### config.mk
export PLATFORM = sky130hd
export DESIGN_NAME = irq_entry_seq
export DESIGN_NICKNAME = d
export VERILOG_FILES = /design/src/rtl/irqs_pkg.sv /design/src/rtl/irqs_nmi_latch.sv /design/src/rtl/irqs_arbiter.sv /design/src/rtl/irqs_fsm.sv /design/src/rtl/irq_entry_seq.sv
export SDC_FILE = /design/constraint.sdc
export NUM_CORES = 1
export LEC_CHECK = 0
export BUFFER_PORTS_ARGS = -buffer_cell sky130_fd_sc_hd__buf_2
export CAP_MARGIN = 20
export CORE_UTILIZATION = 23
export DETAILED_ROUTE_END_ITERATION = 10
export GPL_ROUTABILITY_DRIVEN = 1
export PLACE_DENSITY = 0.56
export SLEW_MARGIN = 10
export SYNTH_ARGS = -nofsm -noshare
export SYNTH_HDL_FRONTEND = slang
export SYNTH_SLANG_ARGS = --single-unit
### constraint.sdc
create_clock -name clk -period 4.51 [get_ports clk]
set_clock_uncertainty 0.2 [all_clocks]
set_input_delay 1.1275 -clock clk [delete_from_list [all_inputs] [get_ports clk]]
set_output_delay 1.1275 -clock clk [all_outputs]
set_load 0.01 [all_outputs]
### src/rtl/irqs_pkg.sv
package irqs_pkg;

    typedef enum logic [2:0] {
        ST_IDLE,
        ST_INT1,
        ST_INT2,
        ST_PUSH_PCH,
        ST_PUSH_PCL,
        ST_PUSH_STS,
        ST_VEC_LO,
        ST_VEC_HI
    } entry_state_t;

    typedef enum logic [1:0] {
        SRC_NONE,
        SRC_NMI,
        SRC_IRQ,
        SRC_BRK
    } src_kind_t;

    localparam logic [1:0] SLOT_PCH = 2'd0;
    localparam logic [1:0] SLOT_PCL = 2'd1;
    localparam logic [1:0] SLOT_STS = 2'd2;

endpackage

### src/rtl/irqs_nmi_latch.sv
module irqs_nmi_latch #(
    parameter int SYNC_STAGES = 2
) (
    input  logic clk,
    input  logic rst_n,
    input  logic nmi_n,
    input  logic clr,
    output logic pend
);
    localparam int LAST = SYNC_STAGES - 1;

    logic [LAST:0] sync_q;
    logic          prev_q;
    logic          fall;

    // Synchronizer chain; the oldest stage is the one observed.
    always_ff @(posedge clk) begin
        if (!rst_n) begin
            sync_q <= '1;
            prev_q <= 1'b1;
        end else begin
            sync_q <= {sync_q[LAST-1:0], nmi_n};
            prev_q <= sync_q[LAST];
        end
    end

    assign fall = prev_q & ~sync_q[LAST];

    // A fresh edge wins over a clear issued in the same cycle.
    always_ff @(posedge clk) begin
        if (!rst_n)    pend <= 1'b0;
        else if (fall) pend <= 1'b1;
        else if (clr)  pend <= 1'b0;
    end

endmodule

### src/rtl/irqs_arbiter.sv
module irqs_arbiter
    import irqs_pkg::*;
(
    input  logic      clk,
    input  logic      rst_n,
    input  logic      idle,
    input  logic      boundary,
    input  logic      nmi_pend,
    input  logic      irq_n,
    input  logic      mask_i,
    input  logic      brk_req,
    input  logic      entry_done,
    output logic      start,
    output src_kind_t start_src
);
    logic hold_q;
    logic take;

    assign take = idle && boundary;

    always_comb begin
        start_src = SRC_NONE;
        if (take) begin
            if (!hold_q && nmi_pend)               start_src = SRC_NMI;
            else if (!hold_q && !irq_n && !mask_i) start_src = SRC_IRQ;
            else if (brk_req)                      start_src = SRC_BRK;
        end
    end

    assign start = (start_src != SRC_NONE);

    // Hold off hardware requests until the handler's first instruction ends.
    always_ff @(posedge clk) begin
        if (!rst_n)          hold_q <= 1'b0;
        else if (entry_done) hold_q <= 1'b1;
        else if (take)       hold_q <= 1'b0;
    end

endmodule

### src/rtl/irqs_fsm.sv
module irqs_fsm
    import irqs_pkg::*;
#(
    parameter int             AW      = 16,
    parameter logic [AW-1:0]  NMI_VEC = 16'hFFFA,
    parameter logic [AW-1:0]  IRQ_VEC = 16'hFFFE
) (
    input  logic          clk,
    input  logic          rst_n,
    input  logic          start,
    input  src_kind_t     start_src,
    input  logic          nmi_pend,
    output logic          nmi_clr,
    output logic          busy,
    output logic          push_en,
    output logic [1:0]    push_sel,
    output logic          push_brk,
    output logic          vec_rd,
    output logic [AW-1:0] vec_addr,
    output logic          set_mask,
    output logic          handler_go
);
    entry_state_t  state_q, state_d;
    src_kind_t     src_q;
    logic          nmi_sel_q;
    logic          decide;
    logic [AW-1:0] vec_base;

    always_comb begin
        state_d = state_q;
        unique case (state_q)
            ST_IDLE:     if (start) state_d = ST_INT1;
            ST_INT1:     state_d = ST_INT2;
            ST_INT2:     state_d = ST_PUSH_PCH;
            ST_PUSH_PCH: state_d = ST_PUSH_PCL;
            ST_PUSH_PCL: state_d = ST_PUSH_STS;
            ST_PUSH_STS: state_d = ST_VEC_LO;
            ST_VEC_LO:   state_d = ST_VEC_HI;
            ST_VEC_HI:   state_d = ST_IDLE;
            default:     state_d = ST_IDLE;
        endcase
    end

    assign decide  = (state_q == ST_PUSH_STS);
    assign nmi_clr = decide && nmi_pend;

    always_ff @(posedge clk) begin
        if (!rst_n) begin
            state_q   <= ST_IDLE;
            src_q     <= SRC_NONE;
            nmi_sel_q <= 1'b0;
        end else begin
            state_q <= state_d;
            if (state_q == ST_IDLE && start) src_q <= start_src;
            if (decide) nmi_sel_q <= nmi_pend;
        end
    end

    assign vec_base = nmi_sel_q ? NMI_VEC : IRQ_VEC;

    always_comb begin
        busy       = 1'b1;
        push_en    = 1'b0;
        push_sel   = SLOT_PCH;
        push_brk   = 1'b0;
        vec_rd     = 1'b0;
        vec_addr   = vec_base;
        set_mask   = 1'b0;
        handler_go = 1'b0;
        unique case (state_q)
            ST_IDLE:     busy = 1'b0;
            ST_INT1:     ;
            ST_INT2:     ;
            ST_PUSH_PCH: begin
                push_en  = 1'b1;
                push_sel = SLOT_PCH;
            end
            ST_PUSH_PCL: begin
                push_en  = 1'b1;
                push_sel = SLOT_PCL;
            end
            ST_PUSH_STS: begin
                push_en  = 1'b1;
                push_sel = SLOT_STS;
                push_brk = (src_q == SRC_BRK);
            end
            ST_VEC_LO: begin
                vec_rd   = 1'b1;
                set_mask = 1'b1;
            end
            ST_VEC_HI: begin
                vec_rd     = 1'b1;
                vec_addr   = vec_base + AW'(1);
                handler_go = 1'b1;
            end
            default: busy = 1'b0;
        endcase
    end

endmodule

### src/rtl/irq_entry_seq.sv
module irq_entry_seq
    import irqs_pkg::*;
#(
    parameter int            SYNC_STAGES = 2,
    parameter int            AW          = 16,
    parameter logic [AW-1:0] NMI_VEC     = 16'hFFFA,
    parameter logic [AW-1:0] IRQ_VEC     = 16'hFFFE
) (
    input  logic          clk,
    input  logic          rst_n,
    input  logic          nmi_n,
    input  logic          irq_n,
    input  logic          mask_i,
    input  logic          brk_req,
    input  logic          insn_boundary,
    output logic          busy,
    output logic          push_en,
    output logic [1:0]    push_sel,
    output logic          push_brk,
    output logic          vec_rd,
    output logic [AW-1:0] vec_addr,
    output logic          set_mask,
    output logic          handler_go
);
    logic      nmi_pend;
    logic      nmi_clr;
    logic      start;
    src_kind_t start_src;

    irqs_nmi_latch #(.SYNC_STAGES(SYNC_STAGES)) u_latch (
        .clk   (clk),
        .rst_n (rst_n),
        .nmi_n (nmi_n),
        .clr   (nmi_clr),
        .pend  (nmi_pend)
    );

    irqs_arbiter u_arb (
        .clk        (clk),
        .rst_n      (rst_n),
        .idle       (!busy),
        .boundary   (insn_boundary),
        .nmi_pend   (nmi_pend),
        .irq_n      (irq_n),
        .mask_i     (mask_i),
        .brk_req    (brk_req),
        .entry_done (handler_go),
        .start      (start),
        .start_src  (start_src)
    );

    irqs_fsm #(.AW(AW), .NMI_VEC(NMI_VEC), .IRQ_VEC(IRQ_VEC)) u_fsm (
        .clk        (clk),
        .rst_n      (rst_n),
        .start      (start),
        .start_src  (start_src),
        .nmi_pend   (nmi_pend),
        .nmi_clr    (nmi_clr),
        .busy       (busy),
        .push_en    (push_en),
        .push_sel   (push_sel),
        .push_brk   (push_brk),
        .vec_rd     (vec_rd),
        .vec_addr   (vec_addr),
        .set_mask   (set_mask),
        .handler_go (handler_go)
    );

endmodule

==> flow_summary.ini, run 1 <==
[run_status]
status = finished clean

[yosys]
synthDistinctLibCells = 29
synthCells = 70
ys_ff_latch = 11
synth_warnings = 0
ys_seq_area_frac = 0.3492
syn_area_sq_um = 630.6
synth.avg_cell_area_sq_um = 9.009

[critical_path]
critical_path.startpoint_type = register
crit_buf_inv = 1
arrival_ps = 1330
r2r-end = u_arb.hold_q$_SDFFE_PN0P_
critPathTopFamily = flip-flops
slowest_delay_ps = 480
end_kind = primary output
slowest_stage = dfxtp_1
regToRegSetupSlack_ps = 2910
cp_data_required_time_ps = 3180
reg2reg_depth = 3
worstSetupPathType = reg -> out
cp_max_fo = 9
crit_chain = and3b_2 > and3_1 > buf_2
timing.rr.start = u_fsm.state_q[2]$_SDFFE_PN0P_

[clock_network]
cts_num_sinks = 11
clk-insertion-delay-late_ps = 260
postCtsHoldBufs = 0
clk_pin_slew_ps = 60
cts_inserted_buffers = 3
post_cts_buffers = 0
htreeDepth = 1
root_buffer = clkbuf_4
cts_tree = done
cts_resized = 0
cts_buffer_depth = 2

[run]
maxCapViolCount = 0

[min_path]
whs_endpoint = u_latch.sync_q[1]$_SDFF_PN1_
holdPathStages = 1
min-delay-start = u_latch.sync_q[0]$_SDFF_PN1_
hold_path.class = reg -> reg

[route]
routed_wl_um = 1005
drtIter0Drc = 5
viasPerCell = 3.877
drc = 0
vias = 442
dr.pass1.iters = 2
wire_per_inst_um = 8.816
ant_nets = 0

[final_layout]
syn_to_final_growth_pct = 9.127
final_common_cell = buf_2
nets = 92
fin_area_sq_um = 688.2
antenna_cells = 0
drive_gt1_frac = 0.2857
final_cell_mix = 16 x buf_2, 14 x conb_1, 11 x dfxtp_1
finish.utilization = 0.2704

[sta]
timing.final.crit_share = 0.5902
period_minus_slack_ps = 2662
setup_viol = 0
rsz0062_at_grt = no
fmax_mhz = 375.7
slew_violations = 0
fin_setup_tns_ps = 0
hold_ws_ps = 208.5
final-hold-violation-count = 0

[placement]
placed_cell_area_sq_um = 661.9
post-dp-hpwl_um = 795.3
globalplace.congestion = 0.7240
port_buffers = 16

[floorplanning]
io_pins = 31
die_x_um = 54.36
initial_core_util = 0.2478
die-area_sq_um = 2955
die_h_um = 54.36
coreArea_sq_um = 2545
rows = 18

[power_and_ir_drop]
ir_drop_uv = 168.9
p_per_area_nw_per_um2 = 330.8
leakage_nw = 0.3481

[grt]
grt_pass1_vias = 356
grt_pass1_wl_um = 1490
globalRouteOverflowTotal = 0
grt_use_total = 0.07520
grt_max_degree = 12
antenna_found_initial = 0
[Yosys cell counts]
master | count | area [sq um]
and2_2 | 1 | 7.510
dfxtp_1 | 11 | 220.2
buf_6 | 1 | 11.26
nand2b_1 | 6 | 37.54
and3b_2 | 1 | 10.01
nand2_1 | 1 | 3.750
xor2_1 | 1 | 8.760
nor3b_1 | 1 | 7.510
o22ai_1 | 1 | 6.260
and3_1 | 1 | 6.260
or3_1 | 1 | 6.260
mux2i_1 | 2 | 20.02
o211a_1 | 1 | 10.01
nor2b_1 | 1 | 6.260
inv_1 | 5 | 18.77
conb_1 | 1 | 3.750
xnor2_1 | 1 | 8.760
or3_2 | 1 | 7.510
or4b_4 | 1 | 13.76
o21a_1 | 1 | 7.510
nor2_1 | 1 | 3.750
o311a_1 | 1 | 10.01
and2_0 | 1 | 6.260
a21oi_1 | 2 | 10.01
o221a_1 | 2 | 22.52
and2_1 | 4 | 25.02
buf_4 | 15 | 112.6
clkbuf_1 | 3 | 11.26
and3_2 | 1 | 7.510
[how the worst max path moves through the flow]
stage                                        startpoint  endpoint  slack [ps]  cells past startpoint
after floorplan           u_fsm.state_q[1]$_SDFFE_PN0P_  push_brk        2060                      4
after global placement    u_fsm.state_q[1]$_SDFFE_PN0P_  push_brk        2110                      3
after detailed placement  u_fsm.state_q[1]$_SDFFE_PN0P_  push_brk        2110                      3
after CTS                 u_fsm.state_q[1]$_SDFFE_PN0P_  push_brk        1820                      3
after global routing      u_fsm.state_q[1]$_SDFFE_PN0P_  push_brk        1760                      3
final                     u_fsm.state_q[1]$_SDFFE_PN0P_  push_brk        1850                      3
[power breakdown]
part           internal [mW]  switching [mW]
clock                 0.0341          0.0291
sequential             0.106          0.0121
combinational         0.0232          0.0231
total                  0.163          0.0643
[stage by stage]
step / total power [mW] / setup WS (ps) / instances
2_1_floorplan: 0.1634 / 2064 / 83
3_3_place_gp: 0.1659 / 2115 / 110
3_5_place_dp: 0.1673 / 2115 / 110
4_1_cts: 0.2327 / 1821 / 114
5_1_grt: 0.2455 / 1760 / 114
6_report: 0.2276 / 1848 / 114
[cell families after synthesis]
logic type / share of synthesized area
other cells: 0.005947
mux: 0.03175
flops: 0.3492
xor+xnor: 0.02778
simple gates: 0.2361
compound gates: 0.1052
buf+inv: 0.2441
[final cells by class]
cell class / count / area [sq um]
clock buffer: 4 / 26.28
fill: 288 / 1857
inverter: 5 / 18.77
multi-input combinational: 48 / 305.3
sequential: 11 / 220.2
tap: 30 / 37.54
timing repair buffer: 16 / 80.08
[layer usage]
metal | global-route usage | up-vias | part of all wire
met4 | 0.03846 | 0 | 0
li1 | - | 233 | -
met1 | 0.08717 | 188 | 0.49
met2 | 0.1098 | 21 | 0.43
met3 | 0.04167 | 0 | 0.076
met5 | 0 | - | 0
[sequential cells by signal, indices dropped and copies added (netlist names)]
register,flops
u_fsm.state_q,3
u_latch.sync_q,2
u_arb.hold_q,1
u_latch.pend,1
u_latch.prev_q,1
u_fsm.src_q,2
u_fsm.nmi_sel_q,1
No activity file was read; power rests on OpenSTA's default activity.
==> run 2, diff against run 1 <==
Clock period 4.51 ns to 2.45 ns, I/O delays scaled along.
==> flow_summary.ini, run 2 (same netlist as run 1, synthesis figures left out) <==
[placement]
globalplace.congestion = 0.7240
dp.cells = 110
place_ws_ps = 564.3
post-dp-hpwl_um = 783.5
port_buffers = 16

[sta]
timing.final.crit_share = 0.8773
fin_setup_tns_ps = 0
period_minus_slack_ps = 2149
fmax_mhz = 465.2
rsz0062_at_grt = no
final-hold-violation-count = 0
setup_viol = 0
slew_violations = 0
fin_ws_ps = 300.5

[run]
maxCapViolCount = 0

[critical_path]
slowest_stage = dfxtp_1
end_kind = primary output
cp_data_required_time_ps = 1640
arrival_ps = 1340
crit_chain = and3b_2 > and3_1 > buf_2
critPathTopFamily = flip-flops
critical_path.startpoint_type = register
cp_max_fo = 9
crit_buf_inv = 1
slowest_delay_ps = 480
worstSetupPathType = reg -> out

[floorplanning]
coreArea_sq_um = 2545
io_pins = 31
die_x_um = 54.36
die-area_sq_um = 2955
rows = 18
die_h_um = 54.36
initial_core_util = 0.2478

[final_layout]
syn_to_final_growth_pct = 9.127
nets = 92
finish.utilization = 0.2704
top_regs = u_fsm.state_q: 3 flops, u_fsm.src_q: 2 flops, u_latch.sync_q: 2 flops
antenna_cells = 0
top_register = u_fsm.state_q
largest_register_ffs = 3
drive_gt1_frac = 0.2857
layoutNonFillerInstCount = 114
final_common_cell = buf_2
final_cell_mix = 16 x buf_2, 14 x conb_1, 11 x dfxtp_1

[grt]
antenna_found_initial = 0
grt_pass1_vias = 366
grt_pass1_wl_um = 1511
globalRouteOverflowTotal = 0
grt_max_degree = 12
grt_use_total = 0.07644

[power_and_ir_drop]
total_power_mw = 0.4187
leakage_nw = 0.3481
ir_drop_uv = 249.0
p_per_area_nw_per_um2 = 608.5

[clock_network]
clk-insertion-delay-late_ps = 260
htreeDepth = 1
clk_pin_slew_ps = 60
cts_buffer_depth = 2
cts_resized = 0
root_buffer = clkbuf_4
postCtsHoldBufs = 0
cts_inserted_buffers = 3
cts_tree = done
cts_num_sinks = 11
post_cts_buffers = 0

[route]
drtIter0Drc = 1
wire_per_inst_um = 8.789
drc = 0
vias = 449
routed_wl_um = 1002
ant_nets = 0
viasPerCell = 3.939
dr.pass1.iters = 2

[min_path]
hold_path.class = reg -> reg

[run_status]
status = finished clean
-- run 2: cell counts in the layout (fill, tap and decap cells not counted) --
No cell type changed its count.
-- run 2: layout make-up --
type	count	area [sq um]
Sequential cell	11	220.2
Timing Repair Buffer	16	80.08
Multi-Input combinational cell	48	305.3
Inverter	5	18.77
Tap cell	30	37.54
Clock buffer	4	26.28
Fill cell	281	1857
-- run 2: worst paths after layout --
path	startpoint	end	slack, ps	depth (start not counted)
max	u_fsm.state_q[1]$_SDFFE_PN0P_	push_brk	300	3
min	u_latch.sync_q[0]$_SDFF_PN1_	u_latch.sync_q[1]$_SDFF_PN1_	210	1
max reg2reg	u_fsm.state_q[2]$_SDFFE_PN0P_	u_arb.hold_q$_SDFFE_PN0P_	840	3
min reg2reg	u_latch.sync_q[0]$_SDFF_PN1_	u_latch.sync_q[1]$_SDFF_PN1_	210	1
-- run 2: per-layer routing --
layer | GRT usage | vias up | share of wire
met5 | 0 | - | 0
met4 | 0.03846 | 0 | 0.0060
met3 | 0.04167 | 2 | 0.075
met2 | 0.1159 | 21 | 0.44
met1 | 0.08581 | 194 | 0.48
li1 | - | 232 | -
-- run 2: worst register-to-register path, cell delays in order, from the launching register on --
cell	delay, ps
dfxtp_1	390
or4b_4	590
and2_0	170
o21a_1	160
-- run 2: metrics by stage --
stage | hold slack (ps) | instance area, sq um
CTS | 211.5 | 688.2
global placement | 189.2 | 661.9
detailed placement | 196.1 | 661.9
global route | 243.4 | 688.2
floorplan | 186.3 | 679.4
finish | 207.6 | 688.2
-- run 2: power by group --
| part | internal, mW | switching, mW |
|---|---|---|
| Combinational | 0.0427 | 0.0426 |
| Clock | 0.0628 | 0.0533 |
| Sequential | 0.195 | 0.0223 |
| Total | 0.301 | 0.118 |
==> run 3, diff against run 2 <==
Settings changed: CORE_UTILIZATION 23 to 39, PLACE_DENSITY 0.56 to 0.8, REMOVE_ABC_BUFFERS set to 1.
Clock period 2.45 ns to 2.05 ns, I/O delays scaled along.
==> flow_summary.ini, run 3 (same netlist as run 1, synthesis figures left out) <==
[clock_network]
postCtsHoldBufs = 0
post_cts_buffers = 0
clk_pin_slew_ps = 70
root_buffer = clkbuf_4
cts_tree = done
cts_num_sinks = 11
cts_buffer_depth = 2
htreeDepth = 1
cts_inserted_buffers = 3
clk-insertion-delay-late_ps = 270

[route]
drc = 0
dr.pass1.iters = 2
viasPerCell = 4.670
wire_per_inst_um = 9.830
ant_nets = 0
routed_wl_um = 983
vias = 467
drtIter0Drc = 5

[floorplanning]
initial_core_util = 0.4186
die_x_um = 42.21
io_pins = 31
rows = 14
coreArea_sq_um = 1506
die-area_sq_um = 1782
die_h_um = 42.21

[power_and_ir_drop]
leakage_nw = 0.3493
ir_drop_uv = 474.7
share_seq_of_total_power = 0.506
total_power_mw = 0.5167
p_clk_frac = 0.294
p_sw_mw = 0.1546
switching_share = 0.2993
p_per_area_nw_per_um2 = 766.1
intPower_mw = 0.3620
combPwrFrac = 0.199

[min_path]
hold_path.class = reg -> reg
min-delay-start = u_latch.sync_q[0]$_SDFF_PN1_
holdPathStages = 1

[grt]
globalRouteOverflowTotal = 0
grt_pass1_wl_um = 1676
grt_use_total = 0.1252
grt_pass1_vias = 390
antenna_found_initial = 0
grt_max_degree = 12

[run_status]
status = finished clean

[final_layout]
top_register = u_fsm.state_q
fillers = 157
largest_register_ffs = 3
final_cell_mix = 16 x buf_2, 14 x conb_1, 8 x dfxtp_1
final_common_cell = buf_2
nets = 92
drive_gt1_frac = 0.3214
finish.utilization = 0.4477
antenna_cells = 0
top_regs = u_fsm.state_q: 3 flops, u_fsm.src_q: 2 flops, u_latch.sync_q: 2 flops
syn_to_final_growth_pct = 6.944

[critical_path]
crit_buf_inv = 1
critPathTopFamily = simple AND/OR/NAND/NOR gates
crit_start = u_fsm.state_q[2]$_SDFFE_PN0P_
timing.rr.start = u_fsm.state_q[2]$_SDFFE_PN0P_
slowest_stage = or3_2
cp.depth = 2
worstSetupPathType = reg -> out
arrival_ps = 1290
reg2reg_depth = 3
end_kind = primary output
slowest_delay_ps = 500
critical_path.startpoint_type = register
cp_max_fo = 8
cp_data_required_time_ps = 1340
crit_chain = or3_2 > buf_2

[sta]
fmax_mhz = 499.8
period_minus_slack_ps = 2001
fin_setup_tns_ps = 0
setup_viol = 0
slew_violations = 0
final-hold-violation-count = 0
rsz0062_at_grt = no
timing.final.crit_share = 0.9760

[placement]
post-dp-hpwl_um = 723.4
globalplace.congestion = 0.7174
port_buffers = 16

[run]
maxCapViolCount = 0
run 3: stage by stage:
stage	std cells	setup WS, ps	hold slack (ps)	area (sq um)
after CTS	100	26.63	218.1	673.1
after detailed placement	96	295.4	202.2	644.4
after global placement	96	304.7	192.5	644.4
after global routing	100	10.62	232.5	674.4
final	100	49.13	211.6	674.4
after floorplan	64	441.7	186.3	544.3
run 3: metal layers:
metal	GRT usage	share of wire
met3	0.03879	0.065
met5	0	0
met2	0.1969	0.48
met1	0.1563	0.43
met4	0.05625	0.025
run 3: power by group through the flow:
stage          clock, mW  combinational (mW)  sequential [mW]
6_report           0.152               0.103            0.262
5_1_grt            0.170               0.117            0.265
4_1_cts            0.153               0.104            0.261
3_5_place_dp           0               0.103            0.265
2_1_floorplan          0              0.0752            0.256
3_3_place_gp           0              0.0982            0.263
run 3: timing repair:
action / in CTS / in global routing
endpoints found under the hold margin: 0 / 0
setup endpoints to repair: 2 / 2
resized for setup: 2 / 1
run 3: path summary, 6_finish.rpt:
path | endpoint | slack (ps)
worst min register to register | u_latch.sync_q[1]$_SDFF_PN1_ | 210
worst max register to register | u_arb.hold_q$_SDFFE_PN0P_ | 490
worst max-delay path | busy | 50
worst min-delay path | u_latch.sync_q[1]$_SDFF_PN1_ | 210
run 3: final cells by class:
cell class	count	area, sq um	area share
Multi-Input combinational cell	48	305.3	0.4527
Sequential cell	11	224.0	0.3321
Tap cell	16	20.02	0.02968
Timing Repair Buffer	16	80.08	0.1187
Clock buffer	4	26.28	0.03896
Inverter	5	18.77	0.02783
